[src/rtl/lsq_pkg.sv]
package lsq_pkg;
  // Kind of operation presented on the shared memory port.
  typedef enum logic [1:0] {
    PORT_IDLE  = 2'd0,
    PORT_READ  = 2'd1,
    PORT_WRITE = 2'd2
  } port_op_e;
endpackage

[src/rtl/lsq_youngest_match.sv]
// Scans a circular buffer from its oldest slot and reports the last
// (youngest) slot whose hit bit is set.
module lsq_youngest_match #(
  parameter int N     = 8,
  parameter int IDX_W = $clog2(N)
) (
  input  logic [N-1:0]     hits,
  input  logic [IDX_W-1:0] start,
  output logic             found,
  output logic [IDX_W-1:0] idx
);
  always_comb begin
    logic [IDX_W-1:0] k;
    found = 1'b0;
    idx   = '0;
    for (int i = 0; i < N; i++) begin
      k = start + IDX_W'(i);
      if (hits[k]) begin
        found = 1'b1;
        idx   = k;
      end
    end
  end
endmodule

[src/rtl/lsq_store_queue.sv]
// Store side: program-ordered circular buffer, forwarding lookup and
// per-entry record of the older loads that can block the write.
module lsq_store_queue #(
  parameter int DEPTH  = 8,
  parameter int ADDR_W = 16,
  parameter int DATA_W = 32
) (
  input  logic                          clk,
  input  logic                          rst,
  input  logic                          flush,
  input  logic                          push,
  input  logic [ADDR_W-1:0]             push_addr,
  input  logic [DATA_W-1:0]             push_data,
  input  logic [DEPTH-1:0]              push_older,
  input  logic [DEPTH-1:0]              ld_retire,
  input  logic [DEPTH-1:0]              ld_valid,
  input  logic [DEPTH-1:0][ADDR_W-1:0]  ld_addr,
  input  logic                          pop,
  input  logic [ADDR_W-1:0]             look_addr,
  output logic                          full,
  output logic                          head_ready,
  output logic [ADDR_W-1:0]             head_addr,
  output logic [DATA_W-1:0]             head_data,
  output logic                          fwd_hit,
  output logic [DATA_W-1:0]             fwd_data
);
  localparam int PTR_W = $clog2(DEPTH);
  localparam logic [PTR_W:0] CNT_FULL = (PTR_W+1)'(DEPTH);

  logic [DEPTH-1:0]   valid_q;
  logic [ADDR_W-1:0]  addr_q   [DEPTH];
  logic [DATA_W-1:0]  data_mem [DEPTH];
  logic [DEPTH-1:0]   older_q  [DEPTH];
  logic [PTR_W-1:0]   head_q, tail_q;
  logic [PTR_W:0]     cnt_q;

  always_ff @(posedge clk) begin
    if (rst || flush) begin
      valid_q <= '0;
      head_q  <= '0;
      tail_q  <= '0;
      cnt_q   <= '0;
      for (int i = 0; i < DEPTH; i++) older_q[i] <= '0;
    end else begin
      // A retiring load slot may be reused by a younger load: forget it.
      for (int i = 0; i < DEPTH; i++) older_q[i] <= older_q[i] & ~ld_retire;
      if (push) begin
        valid_q[tail_q] <= 1'b1;
        older_q[tail_q] <= push_older;
        tail_q          <= tail_q + 1'b1;
      end
      if (pop) begin
        valid_q[head_q] <= 1'b0;
        head_q          <= head_q + 1'b1;
      end
      cnt_q <= cnt_q + {{PTR_W{1'b0}}, push} - {{PTR_W{1'b0}}, pop};
    end
  end

  // Payload storage, no reset, single write port at the tail.
  always_ff @(posedge clk) begin
    if (push) begin
      addr_q[tail_q]   <= push_addr;
      data_mem[tail_q] <= push_data;
    end
  end

  assign full      = (cnt_q == CNT_FULL);
  assign head_addr = addr_q[head_q];
  assign head_data = data_mem[head_q];

  // Write-after-read guard: an older load to the same address blocks the head.
  logic [DEPTH-1:0] war_block;
  always_comb begin
    for (int j = 0; j < DEPTH; j++)
      war_block[j] = older_q[head_q][j] & ld_valid[j] & (ld_addr[j] == addr_q[head_q]);
  end
  assign head_ready = valid_q[head_q] & ~(|war_block);

  // Read-after-write forwarding lookup.
  logic [DEPTH-1:0] look_hits;
  logic [PTR_W-1:0] fwd_idx;
  always_comb begin
    for (int i = 0; i < DEPTH; i++)
      look_hits[i] = valid_q[i] & (addr_q[i] == look_addr);
  end

  lsq_youngest_match #(.N(DEPTH), .IDX_W(PTR_W)) u_pick (
    .hits  (look_hits),
    .start (head_q),
    .found (fwd_hit),
    .idx   (fwd_idx)
  );
  assign fwd_data = data_mem[fwd_idx];

  AST_ST_NO_OVERFLOW: assert property (@(posedge clk) disable iff (rst)
    push |-> (cnt_q < CNT_FULL));
  AST_WAR_HOLD: assert property (@(posedge clk) disable iff (rst)
    pop |-> head_ready);
endmodule

[src/rtl/lsq_load_queue.sv]
// Load side: program-ordered circular buffer. Each entry carries its tag
// and, when the data was forwarded at enqueue, the forwarded value.
module lsq_load_queue #(
  parameter int DEPTH  = 8,
  parameter int ADDR_W = 16,
  parameter int DATA_W = 32,
  parameter int TAG_W  = 6
) (
  input  logic                          clk,
  input  logic                          rst,
  input  logic                          flush,
  input  logic                          push,
  input  logic [ADDR_W-1:0]             push_addr,
  input  logic [TAG_W-1:0]              push_tag,
  input  logic                          push_fwd,
  input  logic [DATA_W-1:0]             push_fwd_data,
  input  logic                          pop,
  output logic                          full,
  output logic [DEPTH-1:0]              valid_vec,
  output logic [DEPTH-1:0][ADDR_W-1:0]  addr_vec,
  output logic [$clog2(DEPTH)-1:0]      head_idx,
  output logic                          head_valid,
  output logic [ADDR_W-1:0]             head_addr,
  output logic [TAG_W-1:0]              head_tag,
  output logic                          head_fwd,
  output logic [DATA_W-1:0]             head_data
);
  localparam int PTR_W = $clog2(DEPTH);
  localparam logic [PTR_W:0] CNT_FULL = (PTR_W+1)'(DEPTH);

  logic [DEPTH-1:0]              valid_q;
  logic [DEPTH-1:0][ADDR_W-1:0]  addr_q;
  logic [DEPTH-1:0]              fwd_q;
  logic [TAG_W-1:0]              tag_mem  [DEPTH];
  logic [DATA_W-1:0]             fdat_mem [DEPTH];
  logic [PTR_W-1:0]              head_q, tail_q;
  logic [PTR_W:0]                cnt_q;

  always_ff @(posedge clk) begin
    if (rst || flush) begin
      valid_q <= '0;
      head_q  <= '0;
      tail_q  <= '0;
      cnt_q   <= '0;
    end else begin
      if (push) begin
        valid_q[tail_q] <= 1'b1;
        tail_q          <= tail_q + 1'b1;
      end
      if (pop) begin
        valid_q[head_q] <= 1'b0;
        head_q          <= head_q + 1'b1;
      end
      cnt_q <= cnt_q + {{PTR_W{1'b0}}, push} - {{PTR_W{1'b0}}, pop};
    end
  end

  always_ff @(posedge clk) begin
    if (push) begin
      addr_q[tail_q]   <= push_addr;
      fwd_q[tail_q]    <= push_fwd;
      tag_mem[tail_q]  <= push_tag;
      fdat_mem[tail_q] <= push_fwd_data;
    end
  end

  assign full       = (cnt_q == CNT_FULL);
  assign valid_vec  = valid_q;
  assign addr_vec   = addr_q;
  assign head_idx   = head_q;
  assign head_valid = valid_q[head_q];
  assign head_addr  = addr_q[head_q];
  assign head_tag   = tag_mem[head_q];
  assign head_fwd   = fwd_q[head_q];
  assign head_data  = fdat_mem[head_q];

  AST_LD_NO_OVERFLOW: assert property (@(posedge clk) disable iff (rst)
    push |-> (cnt_q < CNT_FULL));
  AST_LD_POP_HEAD: assert property (@(posedge clk) disable iff (rst)
    pop |-> valid_q[head_q]);
endmodule

[src/rtl/lsq_order_unit.sv]
// Memory access ordering queue: load and store queues, shared memory
// port arbitration and the load return path.
module lsq_order_unit #(
  parameter int DEPTH  = 8,
  parameter int ADDR_W = 16,
  parameter int DATA_W = 32,
  parameter int TAG_W  = 6
) (
  input  logic              clk,
  input  logic              rst,
  input  logic              flush,
  input  logic              ld_enq_valid,
  input  logic [ADDR_W-1:0] ld_enq_addr,
  input  logic [TAG_W-1:0]  ld_enq_tag,
  output logic              ld_full,
  input  logic              st_enq_valid,
  input  logic [ADDR_W-1:0] st_enq_addr,
  input  logic [DATA_W-1:0] st_enq_data,
  output logic              st_full,
  output logic              mem_req_valid,
  output logic              mem_req_we,
  output logic [ADDR_W-1:0] mem_req_addr,
  output logic [DATA_W-1:0] mem_req_wdata,
  input  logic              mem_rsp_valid,
  input  logic [DATA_W-1:0] mem_rsp_data,
  output logic              ret_valid,
  output logic [TAG_W-1:0]  ret_tag,
  output logic [DATA_W-1:0] ret_data,
  output logic              ret_fwd
);
  import lsq_pkg::*;
  localparam int PTR_W = $clog2(DEPTH);

  logic ld_push, st_push;
  assign ld_push = ld_enq_valid & ~ld_full & ~flush;
  assign st_push = st_enq_valid & ~st_full & ~flush;

  // Load queue signals
  logic [DEPTH-1:0]              ld_valid_vec;
  logic [DEPTH-1:0][ADDR_W-1:0]  ld_addr_vec;
  logic [PTR_W-1:0]              ld_head_idx;
  logic                          ld_head_valid, ld_head_fwd;
  logic [ADDR_W-1:0]             ld_head_addr;
  logic [TAG_W-1:0]              ld_head_tag;
  logic [DATA_W-1:0]             ld_head_data;
  logic                          ld_pop;

  // Store queue signals
  logic              st_head_ready, st_fwd_hit;
  logic [ADDR_W-1:0] st_head_addr;
  logic [DATA_W-1:0] st_head_data, st_fwd_data;
  logic              st_issue;

  // Forwarding: a store entering in the same cycle is older than the load.
  logic              same_cyc_hit, ld_fwd;
  logic [DATA_W-1:0] ld_fwd_data;
  assign same_cyc_hit = st_push & (st_enq_addr == ld_enq_addr);
  assign ld_fwd       = same_cyc_hit | st_fwd_hit;
  assign ld_fwd_data  = same_cyc_hit ? st_enq_data : st_fwd_data;

  // Load head sequencing: one memory read in flight at a time.
  logic ld_busy_q, ld_issue, ld_fwd_ret, ld_rsp_take;
  assign ld_issue    = ld_head_valid & ~ld_head_fwd & ~ld_busy_q;
  assign ld_fwd_ret  = ld_head_valid &  ld_head_fwd & ~ld_busy_q;
  assign ld_rsp_take = ld_busy_q & mem_rsp_valid;
  assign ld_pop      = (ld_fwd_ret | ld_rsp_take) & ~flush;

  logic [DEPTH-1:0] ld_retire, st_older;
  assign ld_retire = ld_pop ? (DEPTH'(1) << ld_head_idx) : '0;
  assign st_older  = ld_valid_vec & ~ld_retire;

  // Port arbitration: loads first.
  port_op_e port_op;
  always_comb begin
    if (ld_issue)           port_op = PORT_READ;
    else if (st_head_ready) port_op = PORT_WRITE;
    else                    port_op = PORT_IDLE;
  end
  assign st_issue = (port_op == PORT_WRITE) & ~flush;

  always_ff @(posedge clk) begin
    if (rst || flush) ld_busy_q <= 1'b0;
    else if (ld_issue)    ld_busy_q <= 1'b1;
    else if (ld_rsp_take) ld_busy_q <= 1'b0;
  end

  // Registered memory request.
  always_ff @(posedge clk) begin
    if (rst || flush) begin
      mem_req_valid <= 1'b0;
      mem_req_we    <= 1'b0;
    end else begin
      mem_req_valid <= (port_op != PORT_IDLE);
      mem_req_we    <= (port_op == PORT_WRITE);
    end
  end
  always_ff @(posedge clk) begin
    mem_req_addr  <= (port_op == PORT_WRITE) ? st_head_addr : ld_head_addr;
    mem_req_wdata <= st_head_data;
  end

  // Registered load return.
  always_ff @(posedge clk) begin
    if (rst || flush) ret_valid <= 1'b0;
    else              ret_valid <= ld_pop;
  end
  always_ff @(posedge clk) begin
    if (ld_pop) begin
      ret_tag  <= ld_head_tag;
      ret_fwd  <= ld_fwd_ret;
      ret_data <= ld_fwd_ret ? ld_head_data : mem_rsp_data;
    end
  end

  lsq_load_queue #(
    .DEPTH(DEPTH), .ADDR_W(ADDR_W), .DATA_W(DATA_W), .TAG_W(TAG_W)
  ) u_ldq (
    .clk           (clk),
    .rst           (rst),
    .flush         (flush),
    .push          (ld_push),
    .push_addr     (ld_enq_addr),
    .push_tag      (ld_enq_tag),
    .push_fwd      (ld_fwd),
    .push_fwd_data (ld_fwd_data),
    .pop           (ld_pop),
    .full          (ld_full),
    .valid_vec     (ld_valid_vec),
    .addr_vec      (ld_addr_vec),
    .head_idx      (ld_head_idx),
    .head_valid    (ld_head_valid),
    .head_addr     (ld_head_addr),
    .head_tag      (ld_head_tag),
    .head_fwd      (ld_head_fwd),
    .head_data     (ld_head_data)
  );

  lsq_store_queue #(
    .DEPTH(DEPTH), .ADDR_W(ADDR_W), .DATA_W(DATA_W)
  ) u_stq (
    .clk        (clk),
    .rst        (rst),
    .flush      (flush),
    .push       (st_push),
    .push_addr  (st_enq_addr),
    .push_data  (st_enq_data),
    .push_older (st_older),
    .ld_retire  (ld_retire),
    .ld_valid   (ld_valid_vec),
    .ld_addr    (ld_addr_vec),
    .pop        (st_issue),
    .look_addr  (ld_enq_addr),
    .full       (st_full),
    .head_ready (st_head_ready),
    .head_addr  (st_head_addr),
    .head_data  (st_head_data),
    .fwd_hit    (st_fwd_hit),
    .fwd_data   (st_fwd_data)
  );

  AST_FLUSH_EMPTY: assert property (@(posedge clk) disable iff (rst)
    flush |=> (!ld_full && !st_full && !mem_req_valid && !ret_valid));
  AST_RET_AFTER_RSP: assert property (@(posedge clk) disable iff (rst)
    (ret_valid && !ret_fwd) |-> $past(mem_rsp_valid));
  AST_ONE_READ_INFLIGHT: assert property (@(posedge clk) disable iff (rst)
    (mem_req_valid && !mem_req_we) |=> !(mem_req_valid && !mem_req_we));
  AST_FWD_NO_PORT: assert property (@(posedge clk) disable iff (rst)
    (ld_fwd_ret && !st_head_ready) |=> !mem_req_valid);
endmodule

[config.mk]
export PLATFORM = sky130hd
export DESIGN_NAME = lsq_order_unit
export DESIGN_NICKNAME = d
export VERILOG_FILES = /design/src/rtl/lsq_pkg.sv /design/src/rtl/lsq_youngest_match.sv /design/src/rtl/lsq_store_queue.sv /design/src/rtl/lsq_load_queue.sv /design/src/rtl/lsq_order_unit.sv
export SDC_FILE = /design/constraint.sdc
export NUM_CORES = 1
export LEC_CHECK = 0
export BUFFER_PORTS_ARGS = -buffer_cell sky130_fd_sc_hd__buf_2
export CORE_ASPECT_RATIO = 1.5
export CORE_MARGIN = 2
export CORE_UTILIZATION = 62
export DETAILED_ROUTE_END_ITERATION = 12
export PLACE_DENSITY_LB_ADDON = 0.1
export SLEW_MARGIN = 20
export SYNTH_ARGS = -nofsm -noshare
export SYNTH_HDL_FRONTEND = slang
export SYNTH_SLANG_ARGS = --single-unit
[constraint.sdc]
create_clock -name clk -period 8.2 [get_ports clk]
set_input_delay 0.82 -clock clk [delete_from_list [all_inputs] [get_ports clk]]
set_output_delay 0.82 -clock clk [all_outputs]
set_load 0.1 [all_outputs]
## After elaboration in Yosys (flattened, before gate mapping)

Memories as Yosys holds them, arrays and structs flattened. A register that Yosys moved wholly into a read port is not among the register bits.
Cells that the tools add are included.

| word-level totals | value |
|---|---|
| register bits | 225 |
| bits in writable memories | 752 |
| memories | 5 |

| cells by class | value |
|---|---|
| add/sub/neg operators | 14 |
| $lt $le $gt $ge | 15 |
| equality and inequality tests | 20 |
| shift-type cells | 1 |
| multiplexer cells | 89 |
| bitwise gates (word level) | 69 |
| reduce and logical (&&, ||, !) cells | 8 |

Memory list:

| memory | depth | bits a word | rd ports | clocked after memory_dff | write ports | RTL line | source |
|---|---|---|---|---|---|---|---|
| u_ldq.fdat_mem | 8 | 32 | 1 | 1 | 1 | lsq_load_queue.sv:35 | `logic [DATA_W-1:0] fdat_mem [DEPTH];` |
| u_stq.data_mem | 8 | 32 | 2 | 1 | 1 | lsq_store_queue.sv:32 | `logic [DATA_W-1:0] data_mem [DEPTH];` |
| u_stq.addr_q | 8 | 16 | 9 | 1 | 1 | lsq_store_queue.sv:31 | `logic [ADDR_W-1:0] addr_q [DEPTH];` |
| u_stq.older_q | 8 | 8 | 9 | 1 | 9 | lsq_store_queue.sv:33 | `logic [DEPTH-1:0] older_q [DEPTH];` |
| u_ldq.tag_mem | 8 | 6 | 1 | 1 | 1 | lsq_load_queue.sv:34 | `logic [TAG_W-1:0] tag_mem [DEPTH];` |

Operators by type and width:

| cell | count |
|---|---|
| $eq 16x16->1 | 17 |
| $bwmux 128 | 1 |
| $mux 8 | 15 |
| $and 8x8->8 | 11 |
| $mux 32 | 2 |
| $bmux 16 s3 | 1 |
| $demux 16 s3 | 1 |
| $mux 16 | 3 |
| $lt 3x4->1 const B | 11 |
| $mux 3 | 14 |
| $and 1x1->1 | 37 |
| $mux 1 | 34 |
| $bmux 1 s3 | 11 |
| $not 8->8 | 3 |
| $or 8x8->8 | 2 |
| $add 3x1->3 const B | 4 |
| $add 3x3->3 const B | 4 |
| $demux 1 s3 | 4 |
| $ge 3x1->1 const B | 4 |
| $or 1x1->1 | 10 |
| $add 4x1->4 | 2 |
| $bwmux 8 | 1 |
| $eq 4x4->1 const B | 2 |
| $reduce_or 8->1 | 1 |
| 9 further kinds | 21 |

## Longest topological paths before layout

| depth | value |
|---|---|
| depth after elaboration | 14 |
| gate-level depth with buffers | 19 |
| mapped depth without buffers | 17 |

## Modules after synthesis

Synthesis repeated with hierarchy kept, for this count alone.

| unflattened totals | value |
|---|---|
| cells, all modules | 2658 |
| area, all modules | 45346.0 um^2 |

Modules (own cells, without submodules):

| module | instances | cells each | area each (um^2) |
|---|---|---|---|
| lsq_store_queue | 1 | 1513 | 23319.9 |
| lsq_load_queue | 1 | 731 | 17438.0 |
| lsq_order_unit | 1 | 305 | 3721.1 |
| lsq_youngest_match | 1 | 109 | 867.1 |

## Worst setup path after synthesis

Ideal clock, no wire load.

| path | value |
|---|---|
| path kind | flip-flop to flip-flop |
| start point | register u_stq.cnt_q[2] |
| end point | memory u_stq.older_q[1][3] |
| setup time | 0.124 ns |
| arrival | 6.276 ns |
| slack | 1.800 ns |
| cell stages (with the launch flop) | 12 |
| path buffers | 0 |
| path through | dfxtp_1 > inv_1 > ha_1 > and3_1 > nand2b_1 > or2_2 > inv_1 > nand2_1 > nor3_1 > nor2_1 > a22oi_1 > nor2_1 |

RTL lines:

| element | RTL line | source |
|---|---|---|
| from (decl) | lsq_store_queue.sv:35 | `logic [PTR_W:0] cnt_q;` |
| from (signal assigned) | lsq_store_queue.sv:56 | `cnt_q <= cnt_q + {{PTR_W{1'b0}}, push} - {{PTR_W{1'b0}}, pop};` |
| to (decl) | lsq_store_queue.sv:33 |  |

## Worst setup path after layout

| path | value |
|---|---|
| start point | register u_stq.head_q[1] |
| end point | memory u_ldq.fdat_mem[6][11] (data pin) |

| between the ends | value |
|---|---|
| cells in the longest elaborated chain, start to end | 12 |
| elaborated cells on any way between the ends | 33 |
| classes of those cells | add/sub: 7; mux: 25; memory: 1 |

RTL lines:

| element | RTL line | source |
|---|---|---|
| from (decl) | lsq_store_queue.sv:34 | `logic [PTR_W-1:0] head_q, tail_q;` |
| from (signal assigned) | lsq_store_queue.sv:54 | `head_q <= head_q + 1'b1;` |
| $add 3x1->3 or $bmux 1 s3 (tied branches) | lsq_youngest_match.sv:17, lsq_youngest_match.sv:18 |  |
| $bmux 1 s3 or $mux 1 (tied branches) | lsq_youngest_match.sv:18 | `if (hits[k]) begin` |
| $mux 1 (not written as such) or $mux 3 (tied branches) | lsq_youngest_match.sv:18 |  |
| $mux 3 (6 in series) | lsq_youngest_match.sv:18 |  |
| $mux 3 (*) | lsq_youngest_match.sv:18 |  |
| $mem_v2 8x32 (*) | n/a |  |
| $mux 32 (*) | lsq_order_unit.sv:59 | `assign ld_fwd_data = same_cyc_hit ? st_enq_data : st_fwd_data;` |
| net ld_fwd_data[11] | lsq_order_unit.sv:56 | `logic [DATA_W-1:0] ld_fwd_data;` |
| to (decl) | lsq_load_queue.sv:35 |  |

Mark *: on every way through the listed nets, which the timed path passes. The rest lies on a longest branch. The select of a mux whose other input is x is not followed.

==> results.json <==
{
  "status": "finished clean",
  "path_clk_slew_ns": 0.07,
  "seqPwrFrac_pct": 52.0,
  "drc": 0,
  "synth_top_area_share_pct": 51.16,
  "viasPerCell": 6.957,
  "grt_pass1_wl_um": 238400,
  "clock_sinks": 1021,
  "start_kind": "flip-flop",
  "synth_seq_cells": 1021,
  "cp-end-kind": "flip-flop",
  "tightest_slew_ns": 1.168,
  "grt_pass1_vias": 35880,
  "syn_area_um2": 50650,
  "ys.flop_type": "edfxtp_1",
  "synthCells": 3999,
  "avgRoutedWirePerCell_um": 31.65,
  "setup_viol": 0,
  "crit_arrival_ns": 6.82,
  "synth_compound_area_share_pct": 9.142,
  "port_buffers": 199,
  "synth_warnings": 0,
  "yosys.area_share.simple_pct": 11.80,
  "cts_tree": "yes",
  "p_switching_w": 0.002541,
  "track_usage_pct": 39.28,
  "cts_buffer_depth": 3,
  "clk_latency_ns": 0.68,
  "post_route_cells_drive_above_1_share_pct": 17.90,
  "grt_overflow_total": 0,
  "rows": 128,
  "crit_fanout": 97,
  "ys_seq_area_share_pct": 57.41,
  "die_h_um": 354.1,
  "syn-num-nets": 4133,
  "combPwrFrac_pct": 6.0,
  "synth_top_family_by_area": "multiplexers",
  "yosysUniqueCellTypes": 78,
  "initial_core_util_pct": 62.50,
  "cap_violations": 0,
  "synth.largest_area_cell": "edfxtp_1",
  "cts.repair.resized": 0,
  "fin_crit_ns": 6.477,
  "grt_max_degree": 199,
  "initialDrtViolationCount": 4078,
  "via_count": 36350,
  "pwr_density_cell_nw_per_um2": 195.8,
  "async_reset_ff_share_pct": 0,
  "dr.pass1.iters": 8,
  "path_class": "reg -> reg",
  "max_freq_ghz": 0.1544,
  "post_cts.repair.setup_buffers": 0,
  "slew_headroom_pct": 22.16,
  "rsz0062_at_grt": "false",
  "synth_fa_ha_area_share_pct": 0.6719,
  "top_usage_layer": "met2",
  "mostFrequentLayoutCell": "edfxtp_1",
  "power_w": 0.01098,
  "finalSetupTns_ns": 0,
  "synth_edf_count": 863,
  "vdd_drop_max_v": 0.0002061,
  "required_ns": 8.54,
  "gp_congestion": 1.038,
  "core_area_um2": 81040,
  "h-tree-depth": 3,
  "die_w_um": 237.4,
  "antenna_found_initial": 11,
  "area_delta_synth_final_pct": 10.73,
  "use_met2_pct": 64.89,
  "holdBufCountCts": 0,
  "hold_viol_final": 0,
  "grtUsageMet3_pct": 7.329,
  "wl_um": 165300,
  "synthXorXnorAreaFrac_pct": 4.928,
  "dieArea_um2": 84050,
  "nets": 4230,
  "synth_area_leaders": "edfxtp_1, mux4_2, dfxtp_1, mux2i_1, nand2_1",
  "hold_path_class": "in -> reg",
  "final_cell_mix": "edfxtp_1, nand2_1, nor2_1, mux2i_1, mux4_2",
  "clock-skew-final_ns": 0.03450,
  "cts_root_buffer": "clkbuf_16",
  "p_sw_share_pct": 23.14,
  "cts_made_buffers": 96,
  "p_int_w": 0.008440,
  "ant_nets": 0,
  "muxShareOfSynthArea_pct": 13.35,
  "p_clk_share_pct": 42.0,
  "syn_avg_cell_area_um2": 12.67,
  "drv_slew": 0,
  "leakagePower_nw": 19.08,
  "io_pins": 200,
  "grtUsageMet1_pct": 44.51,
  "fin_crit_sh_pct": 78.99,
  "reg2reg_slack_ns": 1.72,
  "place_hpwl_um": 108700
}
## layout make-up
type | instances | area [µm²]
fill | 5798 | 24950
multi-input combinational | 2646 | 20430
sequential | 1021 | 29100
timing repair buffer | 306 | 1882
antenna | 6 | 15.01
clock buffer | 121 | 2639
tap | 1040 | 1301
inverter | 25 | 98.84
clock inverter | 59 | 615.6
## power by group through the flow
stage / Clock, W / Sequential, W / Combinational, W
after floorplan: 0 / 0.00593 / 0.000280
after global placement: 0 / 0.00582 / 0.000641
after detailed placement: 0 / 0.00582 / 0.000646
after CTS: 0.00463 / 0.00571 / 0.000649
after global routing: 0.00481 / 0.00571 / 0.000692
final: 0.00461 / 0.00571 / 0.000664
## logic make-up after synthesis
logic type,Yosys count
compound gates,658
fa+ha+maj,26
xor+xnor,285
buf+inv,332
mux,421
flops,1021
simple gates,1256
## stage by stage
| stage | util (%) | std cells | hold WS, ns | setup slack, ns | cell area (µm²) |
|---|---|---|---|---|---|
| 2_1_floorplan | - | 3999 | 0.4600 | 1.800 | 50650 |
| 3_3_place_gp | 65.10 | 5035 | 0.4734 | 1.966 | 52750 |
| 3_5_place_dp | 65.11 | 5035 | 0.4807 | 1.829 | 52760 |
| 4_1_cts | 69.12 | 5215 | 0.3840 | 1.905 | 56020 |
| 5_1_grt | 69.21 | 5223 | 0.4111 | 1.511 | 56090 |
| 6_report | 69.21 | 5224 | 0.4142 | 1.723 | 56090 |
## sequential cells by signal, indices dropped and copies added (netlist names), 16 cells and up, named ones only
register        flops
u_ldq.fdat_mem    256
u_stq.data_mem    256
u_ldq.addr_vec    128
u_stq.addr_q      128
u_stq.older_q      64
u_ldq.tag_mem      48
mem_req_wdata      32
ret_data           32
mem_req_addr       16
## path summary, 6_finish.rpt
kind                           end  cells past startpoint                 from
max          u_ldq.fdat_mem[6][11]                     10      u_stq.head_q[1]
min            u_ldq.tag_mem[0][5]                      1        ld_enq_tag[5]
max reg2reg  u_ldq.fdat_mem[6][11]                     10      u_stq.head_q[1]
min reg2reg    u_stq.older_q[0][3]                      2  u_stq.older_q[0][3]
## worst max-delay path: stages (launching register included)
cell       delay (ns)
dfxtp_4          0.72
inv_1            0.45
ha_1             1.04
mux4_4           0.52
buf_4            0.66
and3_2           0.77
a21o_2           0.62
a2111oi_0        0.23
a21oi_1          0.17
nor2_1           0.07
o31ai_1          0.81
## cell usage after synthesis (78+ instances only)
cell type	number
edfxtp_1	863
nand2_1	509
nor2_1	250
clkbuf_1	220
mux2i_1	206
mux4_2	202
dfxtp_1	158
xor2_1	150
a21oi_1	144
a211oi_1	137
xnor2_1	135
nand4_1	103
nor3_1	84
and2_1	78
## metal layers
layer / vias up / wire length, µm
met2: 2100 / 80790
met1: 18010 / 55670
li1: 15600 / -
met5: - / 75
met4: 10 / 15520
met3: 626 / 13280
Power figures use the tool's default switching activity.
